$ cat config.mk
export PLATFORM = sky130hd
export DESIGN_NAME = ecc_fault_capture
export DESIGN_NICKNAME = d
export VERILOG_FILES = /design/src/rtl/ecc_fault_pkg.sv /design/src/rtl/ecc_poison_tracker.sv /design/src/rtl/ecc_fault_regs.sv /design/src/rtl/ecc_fault_pulse.sv /design/src/rtl/ecc_fault_capture.sv
export SDC_FILE = /design/constraint.sdc
export NUM_CORES = 1
export LEC_CHECK = 0
export ABC_AREA = 1
export BUFFER_PORTS_ARGS = -buffer_cell sky130_fd_sc_hd__buf_2
export CAP_MARGIN = 20
export CORE_UTILIZATION = 33
export CTS_CLUSTER_SIZE = 30
export DETAILED_ROUTE_END_ITERATION = 8
export SLEW_MARGIN = 20
export SYNTH_ARGS = -nofsm -noshare
export SYNTH_HDL_FRONTEND = slang
export SYNTH_SLANG_ARGS = --single-unit
$ cat constraint.sdc
create_clock -name clk -period 1.65 [get_ports clk]
set_input_delay 0.2475 -clock clk [delete_from_list [all_inputs] [get_ports clk]]
set_output_delay 0.2475 -clock clk [all_outputs]
set_load 0.1 [all_outputs]
$ cat src/rtl/ecc_fault_pkg.sv
package ecc_fault_pkg;

    typedef enum logic [1:0] {
        REQ_CPU = 2'b00,
        REQ_DMA = 2'b01,
        REQ_IOM = 2'b10,
        REQ_AUX = 2'b11
    } req_e;

    localparam int          KIND_W         = 4;
    localparam logic [3:0]  KIND_CPU_IOBUS = 4'b0011;

    typedef struct packed {
        logic wr_en;
        logic rd_en;
        logic syn_force;
    } bus_op_t;

    typedef struct packed {
        logic hit;
        logic from_cpu;
    } fault_evt_t;

    function automatic logic is_cpu_req(input logic [1:0] id);
        return id == REQ_CPU;
    endfunction

    function automatic logic poisons(input bus_op_t op);
        return op.wr_en && !op.syn_force;
    endfunction

endpackage

$ cat src/rtl/ecc_poison_tracker.sv
module ecc_poison_tracker
    import ecc_fault_pkg::*;
#(
    parameter int ADDR_W = 32
) (
    input  logic              clk,
    input  logic              rst,
    input  bus_op_t           op,
    input  logic [ADDR_W-1:0] addr,
    output logic              hit,
    output logic [ADDR_W-1:0] rec_addr
);

    logic armed_q;
    logic [ADDR_W-1:0] addr_q;
    logic arm;

    assign arm      = poisons(op);
    assign hit      = op.rd_en && armed_q && (addr == addr_q);
    assign rec_addr = addr_q;

    always_ff @(posedge clk) begin
        if (rst) begin
            armed_q <= 1'b0;
            addr_q  <= '0;
        end else if (arm) begin
            armed_q <= 1'b1;
            addr_q  <= addr;
        end else if (hit) begin
            armed_q <= 1'b0;
        end
    end

    p_arm_record_r1: assert property (@(posedge clk) disable iff (rst)
        arm |=> (armed_q && addr_q == $past(addr)));

    p_hit_disarms_r2: assert property (@(posedge clk) disable iff (rst)
        (hit && !arm) |=> !armed_q);

    p_idle_hold_r8: assert property (@(posedge clk) disable iff (rst)
        (!arm && !hit) |=> ($stable(armed_q) && $stable(addr_q)));

    p_hit_needs_match_r8: assert property (@(posedge clk) disable iff (rst)
        hit |-> (op.rd_en && armed_q));

endmodule

$ cat src/rtl/ecc_fault_regs.sv
module ecc_fault_regs
    import ecc_fault_pkg::*;
#(
    parameter int ADDR_W  = 32,
    parameter int FADDR_W = 18
) (
    input  logic               clk,
    input  logic               rst,
    input  logic               hit,
    input  logic [ADDR_W-1:0]  rec_addr,
    input  logic               stat_clr,
    output logic [FADDR_W-1:0] flt_addr,
    output logic [KIND_W-1:0]  flt_kind,
    output logic               stat_frozen,
    output logic               stat_mbe
);

    logic load;
    assign load = hit && !stat_frozen;

    always_ff @(posedge clk) begin
        if (rst) begin
            flt_addr <= '0;
            flt_kind <= '0;
        end else if (load) begin
            flt_addr <= rec_addr[FADDR_W-1:0];
            flt_kind <= KIND_CPU_IOBUS;
        end
    end

    always_ff @(posedge clk) begin
        if (rst) begin
            stat_frozen <= 1'b0;
            stat_mbe    <= 1'b0;
        end else begin
            stat_frozen <= hit || (stat_frozen && !stat_clr);
            stat_mbe    <= hit || (stat_mbe && !stat_clr);
        end
    end

    p_event_sets_r4: assert property (@(posedge clk) disable iff (rst)
        hit |=> (stat_frozen && stat_mbe));

    p_flags_hold_r4: assert property (@(posedge clk) disable iff (rst)
        (stat_frozen && !stat_clr) |=> stat_frozen);

    p_frozen_keeps_r5: assert property (@(posedge clk) disable iff (rst)
        stat_frozen |=> ($stable(flt_addr) && $stable(flt_kind)));

    p_kind_code_r3: assert property (@(posedge clk) disable iff (rst)
        (hit && !stat_frozen) |=> (flt_kind == KIND_CPU_IOBUS));

endmodule

$ cat src/rtl/ecc_fault_pulse.sv
module ecc_fault_pulse
    import ecc_fault_pkg::*;
(
    input  logic       clk,
    input  logic       rst,
    input  fault_evt_t evt,
    output logic       irq_mbe,
    output logic       abort_ext
);

    always_ff @(posedge clk) begin
        if (rst) begin
            irq_mbe   <= 1'b0;
            abort_ext <= 1'b0;
        end else begin
            irq_mbe   <= evt.hit;
            abort_ext <= evt.hit && evt.from_cpu;
        end
    end

    p_irq_follows_r6: assert property (@(posedge clk) disable iff (rst)
        evt.hit |=> irq_mbe);

    p_abort_cpu_only_r7: assert property (@(posedge clk) disable iff (rst)
        (evt.hit && !evt.from_cpu) |=> !abort_ext);

    p_abort_with_irq_r7: assert property (@(posedge clk) disable iff (rst)
        abort_ext |-> irq_mbe);

endmodule

$ cat src/rtl/ecc_fault_capture.sv
module ecc_fault_capture
    import ecc_fault_pkg::*;
#(
    parameter int ADDR_W  = 32,
    parameter int FADDR_W = 18,
    parameter int REQ_W   = 2
) (
    input  logic               clk,
    input  logic               rst,
    input  logic               wr_stb,
    input  logic               rd_stb,
    input  logic [ADDR_W-1:0]  addr,
    input  logic [REQ_W-1:0]   req_id,
    input  logic               syn_force,
    input  logic               stat_clr,
    output logic [FADDR_W-1:0] flt_addr,
    output logic [KIND_W-1:0]  flt_kind,
    output logic               stat_frozen,
    output logic               stat_mbe,
    output logic               irq_mbe,
    output logic               abort_ext
);

    bus_op_t           op;
    fault_evt_t        evt;
    logic              hit;
    logic [ADDR_W-1:0] rec_addr;

    assign op.wr_en     = wr_stb;
    assign op.rd_en     = rd_stb;
    assign op.syn_force = syn_force;

    assign evt.hit      = hit;
    assign evt.from_cpu = is_cpu_req(req_id[1:0]);

    ecc_poison_tracker #(.ADDR_W(ADDR_W)) u_track (
        .clk      (clk),
        .rst      (rst),
        .op       (op),
        .addr     (addr),
        .hit      (hit),
        .rec_addr (rec_addr)
    );

    ecc_fault_regs #(.ADDR_W(ADDR_W), .FADDR_W(FADDR_W)) u_regs (
        .clk         (clk),
        .rst         (rst),
        .hit         (hit),
        .rec_addr    (rec_addr),
        .stat_clr    (stat_clr),
        .flt_addr    (flt_addr),
        .flt_kind    (flt_kind),
        .stat_frozen (stat_frozen),
        .stat_mbe    (stat_mbe)
    );

    ecc_fault_pulse u_pulse (
        .clk       (clk),
        .rst       (rst),
        .evt       (evt),
        .irq_mbe   (irq_mbe),
        .abort_ext (abort_ext)
    );

    p_reset_clears_r11: assert property (@(posedge clk)
        rst |=> (!irq_mbe && !abort_ext && !stat_frozen && !stat_mbe && flt_addr == '0));

endmodule

After elaboration in Yosys (flattened, before gate mapping)
Index checks and enable logic that the tools add are counted.

Bits in registers: 56. Latch bits: 0. Memory bits (writable): 0. Bits in read-only memories: 0. Input port bits: 40. Output and inout port bits: 26. Memories: 0.

Add/subtract/negate cells: 0. Multiply operators: 0. Div/mod/pow operators: 0. Order comparisons: 0. Eq/ne operators: 1. Shift-type cells: 0. Multiplexer cells: 2. Bitwise operators: 0. Reduce and logical (&&, ||, !) cells: 14.

Operator list (count): == test 32 bit (1); logical AND 1 bit (7); logical NOT 1 bit (3); logical NOT 2 bit (1); logical OR 1 bit (2); 2-to-1 mux 1 bit (2); nonzero test 2 bit (1).

Depth between registers and ports, before layout
Depth after elaboration: 4. Gate-level depth with buffers: 13. Gate-level depth less buffers: 12.

By module
From an unflattened synthesis, not the netlist that was laid out.

Cell total of the unflattened synthesis: 451. Area total of the unflattened synthesis: 3049.2 µm².

By module, submodules not included: ecc_poison_tracker (instances 1, cells an instance 313, area an instance 1960.6 µm², seq. area each 660.6 µm²); ecc_fault_regs (instances 1, cells an instance 131, area an instance 1027.2 µm², seq. area each 420.4 µm²); ecc_fault_pulse (instances 1, cells an instance 6, area an instance 57.6 µm², seq. area each 40.0 µm²); ecc_fault_capture (instances 1, cells an instance 1, area an instance 3.8 µm², seq. area each 0.0 µm²).

Worst setup path after synthesis
No wires, ideal clock.

Kind: reg2reg. From: reg u_regs.stat_frozen. To: reg u_regs.stat_frozen. Arrival time: 1.806 ns. Required time: 1.563 ns. Setup slack: -0.243 ns. Cell stages (with the launch flop): 5. Buffers on the path: 2. Period minus slack after synthesis: 1.893 ns. Path through: dfxtp_1 > inv_1 > buf_1 > buf_1 > o31ai_1.

Word-level cells in the longest chain between the ends: 2.

Ends and longest elaborated chain: start, declared (line ecc_fault_regs.sv:14) `output logic stat_frozen,`; start signal, assigned (line ecc_fault_regs.sv:36) `stat_frozen <= hit || (stat_frozen && !stat_clr);`; logical AND 1 bit (line ecc_fault_regs.sv:36); logical OR 1 bit (line ecc_fault_regs.sv:36).

Every way passes these cells. A chain may end at the register's enable or synchronous reset.

Worst setup path in the final report
From: reg u_track.addr_q[24] (netlist: u_track.rec_addr[24]). To: reg u_regs.flt_addr[4].

Word-level cells in the longest chain between the ends: 3.

Ends and longest elaborated chain: start, declared (line ecc_poison_tracker.sv:15) `logic [ADDR_W-1:0] addr_q;`; start signal, assigned (line ecc_poison_tracker.sv:28) `addr_q <= addr;`; == test 32 bit (line ecc_poison_tracker.sv:19) `assign hit = op.rd_en && armed_q && (addr == addr_q);`; logical AND 1 bit (line ecc_poison_tracker.sv:19); logical AND 1 bit (line ecc_fault_regs.sv:19) `assign load = hit && !stat_frozen;`; end signal, assigned (line ecc_fault_regs.sv:26) `flt_addr <= rec_addr[FADDR_W-1:0];`; end, declared (line ecc_fault_regs.sv:12) `output logic [FADDR_W-1:0] flt_addr,`.

Every way passes these cells.

==> metrics <==
hold buffers post-CTS=0; Slew Limit Headroom=63.2%; Hold Vio Cnt, Final=0; CP arrival=1830 ps; share of cells above drive strength 1=27.7%; Total GRT Usage=17.0%; VDD IR max=0.322 mV; vias in the first global route=2,477; CTS Sinks=56; Clk pin slew, worst setup/hold paths=110 ps; placer congestion estimate=0.913; worst skew pair latency=320 ps; final WL=7.70 mm; PortBufs=63; Clock Tree Root=clkbuf_8; Leakage=1.78 nW; Ant. Diodes=0; smallest hold slack=67.9 ps; pwr dens=730 mW/mm^2; Worst setup EP type=flip-flop; Cells after Synth=459; post-route clock period utilization=96.7%; worst setup margin=55.2 ps; critical path class=reg -> reg; RSZ-0062 raised after global routing=true; synth warn=0; Max Freq=627 MHz; crit-path max FO=7; H-tree levels=2; Fin Clk Skew=13.1 ps; register area share after synthesis=38.5%; initial antenna violation count=0; # IOs=66; first-pass GRT wire length=11.8 mm; setup TNS=0 ps; minimum clock period=1590 ps; pre-CTS setup slack=-55.8 ps; core area=0.00838 mm^2; Design Area, Final=0.00367 mm^2; Initial DRC Count=126; area of the mapped netlist=0.00291 mm^2; DP Area=0.00333 mm^2; Detailed Routing Iterations Pass 1=4; final-report max-slew violation count=0; final net count=567; Synth-to-Final Area Change=26.1%; Startpoint Class=flip-flop; CTS tree=done; outcome=finished clean; R2R setup slack=60 ps; Vias/cell=4.59; Clock Path Buffers=2; Final setup viols=0; Seq cells post-synth=56; Post-DRT Antenna Nets=0; Non-Filler Instances=633; Worst Hold Class=in -> reg; total CTS buffers=5; number of max-cap violations=0; vias=2,908; WL per Instance=12.2 um; worst endpoint required time=1890 ps; Worst Tran Pin Value=551 ps; Initial Util=34.8%; Die W=96.0 um; placed insts=616; syn avg cell area=6.35 um^2; grt ovf=0; Detailed Place HPWL=5.73 mm; Netlist cell types=26; DRC viols=0; largest net degree at the start of global routing=48; FP Rows=33; die area=0.00921 mm^2; die height=96.0 um
[sequential cells by signal (all words and copies together) (netlist names)]
signal              flops
u_pulse.abort_ext       1
u_pulse.irq_mbe         1
u_regs.flt_addr        18
u_regs.flt_kind         1
u_regs.stat_frozen      1
u_regs.stat_mbe         1
u_track.armed_q         1
u_track.rec_addr       32
[layout make-up]
type | count | area (um^2)
flip-flops and latches | 56 | 1140
fillers | 925 | 4710
clock buffers | 6 | 72.6
multi-input cells | 291 | 1460
clock inverters | 2 | 16.3
inverters | 94 | 353
well taps | 105 | 131
repair buffers | 79 | 497
[through the flow]
step	power, mW	util (%)
after floorplan	1.74	-
after global placement	1.87	39.7
after detailed placement	1.88	39.7
after CTS	2.66	41.9
after global routing	2.82	43.8
final	2.68	43.8
[report_power, final]
group	internal, mW	switching (mW)
clock	0.304	0.483
sequential	1.41	0.0368
combinational	0.169	0.280
[layout by cell type, fill, tap and decap left out]
| master | count |
|---|---|
| nand2_1 | 100 |
| inv_1 | 86 |
| buf_2 | 63 |
| dfxtp_1 | 40 |
| nor2_1 | 39 |
| o21ai_0 | 33 |
| a21oi_1 | 33 |
| nand4_1 | 26 |
| nand2_2 | 17 |
| dfxtp_2 | 16 |
| buf_4 | 10 |
| inv_2 | 8 |
| nand3_1 | 7 |
| nor2_2 | 6 |
| nor3_1 | 5 |
| clkbuf_8 | 5 |
| or2_2 | 4 |
| xnor2_2 | 3 |
| xnor2_1 | 3 |
| nand3_4 | 3 |
| nand3b_1 | 3 |
| nor2_4 | 2 |
| conb_1 | 2 |
| buf_8 | 2 |
| buf_12 | 2 |
| nand3_2 | 1 |
| o2111ai_1 | 1 |
| nor4_1 | 1 |
| o211ai_1 | 1 |
| o31ai_1 | 1 |
| clkinv_4 | 1 |
| clkinvlp_4 | 1 |
| clkbuf_1 | 1 |
| clkbuf_16 | 1 |
| buf_6 | 1 |
[cells in the mapped netlist]
cell	instances	area, um^2
clkbuf_1	9	33.8
buf_6	1	11.3
nor2_4	1	11.3
inv_1	90	338
dfxtp_1	56	1120
buf_1	4	15.0
a21oi_1	33	165
o31ai_1	1	7.51
o2111ai_1	1	8.76
nand3_4	1	17.5
o211ai_1	1	7.51
nor2_2	1	6.26
nand4_1	26	163
nor2_1	45	169
nor3_1	5	25.0
nor4_1	1	6.26
o21ai_0	33	165
nand3b_1	3	22.5
nand3_1	8	40.0
buf_2	3	15.0
xnor2_1	6	52.6
conb_1	1	3.75
buf_4	4	30.0
or2_2	4	25.0
nand2_1	117	439
inv_2	4	15.0
[worst paths after layout]
| kind | cells past startpoint | endpoint | startpoint |
|---|---|---|---|
| worst max-delay path | 10 | u_regs.flt_addr[4]$_SDFFE_PP0P_ | u_track.rec_addr[24]$_SDFFE_PP0P_ |
| worst min-delay path | 2 | u_pulse.abort_ext$_SDFF_PP0_ | req_id[1] |
| worst max register to register | 10 | u_regs.flt_addr[4]$_SDFFE_PP0P_ | u_track.rec_addr[24]$_SDFFE_PP0P_ |
| worst min register to register | 2 | u_track.rec_addr[31]$_SDFFE_PP0P_ | u_track.rec_addr[31]$_SDFFE_PP0P_ |
[timing repair]
action | 4_1_cts | 5_1_grt
pin swaps | 4 | 18
setup buffers | 2 | 4
gates resized for setup | 11 | 42
gates cloned | 2 | 1
setup endpoints to repair | 18 | 22
[routing by layer]
layer | track usage, % | share of wire, % | up-vias | wire (um)
met5 | 0 | 0 | - | 0
met4 | 4.98 | 1.3 | 0 | 97
met3 | 3.08 | 4.9 | 10 | 378
met2 | 27.0 | 45 | 76 | 3440
met1 | 23.4 | 49 | 1277 | 3780
li1 | - | - | 1545 | -
[logic make-up (layout without fill, tap and decap cells)]
family                 after synthesis  count (layout)  share of synthesized area [%]
AO/OA/AOI/OAI                       69              69                           12.2
flip-flops                          56              56                           38.5
buffers and inverters              115             181                           15.7
XOR/XNOR                             6               6                           1.80
other                                1               2                          0.129
AND/OR/NAND/NOR                    212             214                           31.7
[worst max-delay path: stages (launching register included)]
cell,delay [ps]
dfxtp_1,340
xnor2_2,200
nand3_2,120
nor2_1,110
nand2_1,110
nor2_4,140
buf_12,150
buf_8,120
nand4_1,90
nand2_1,100
nor2_1,40
(Power assumes the default switching activity.)
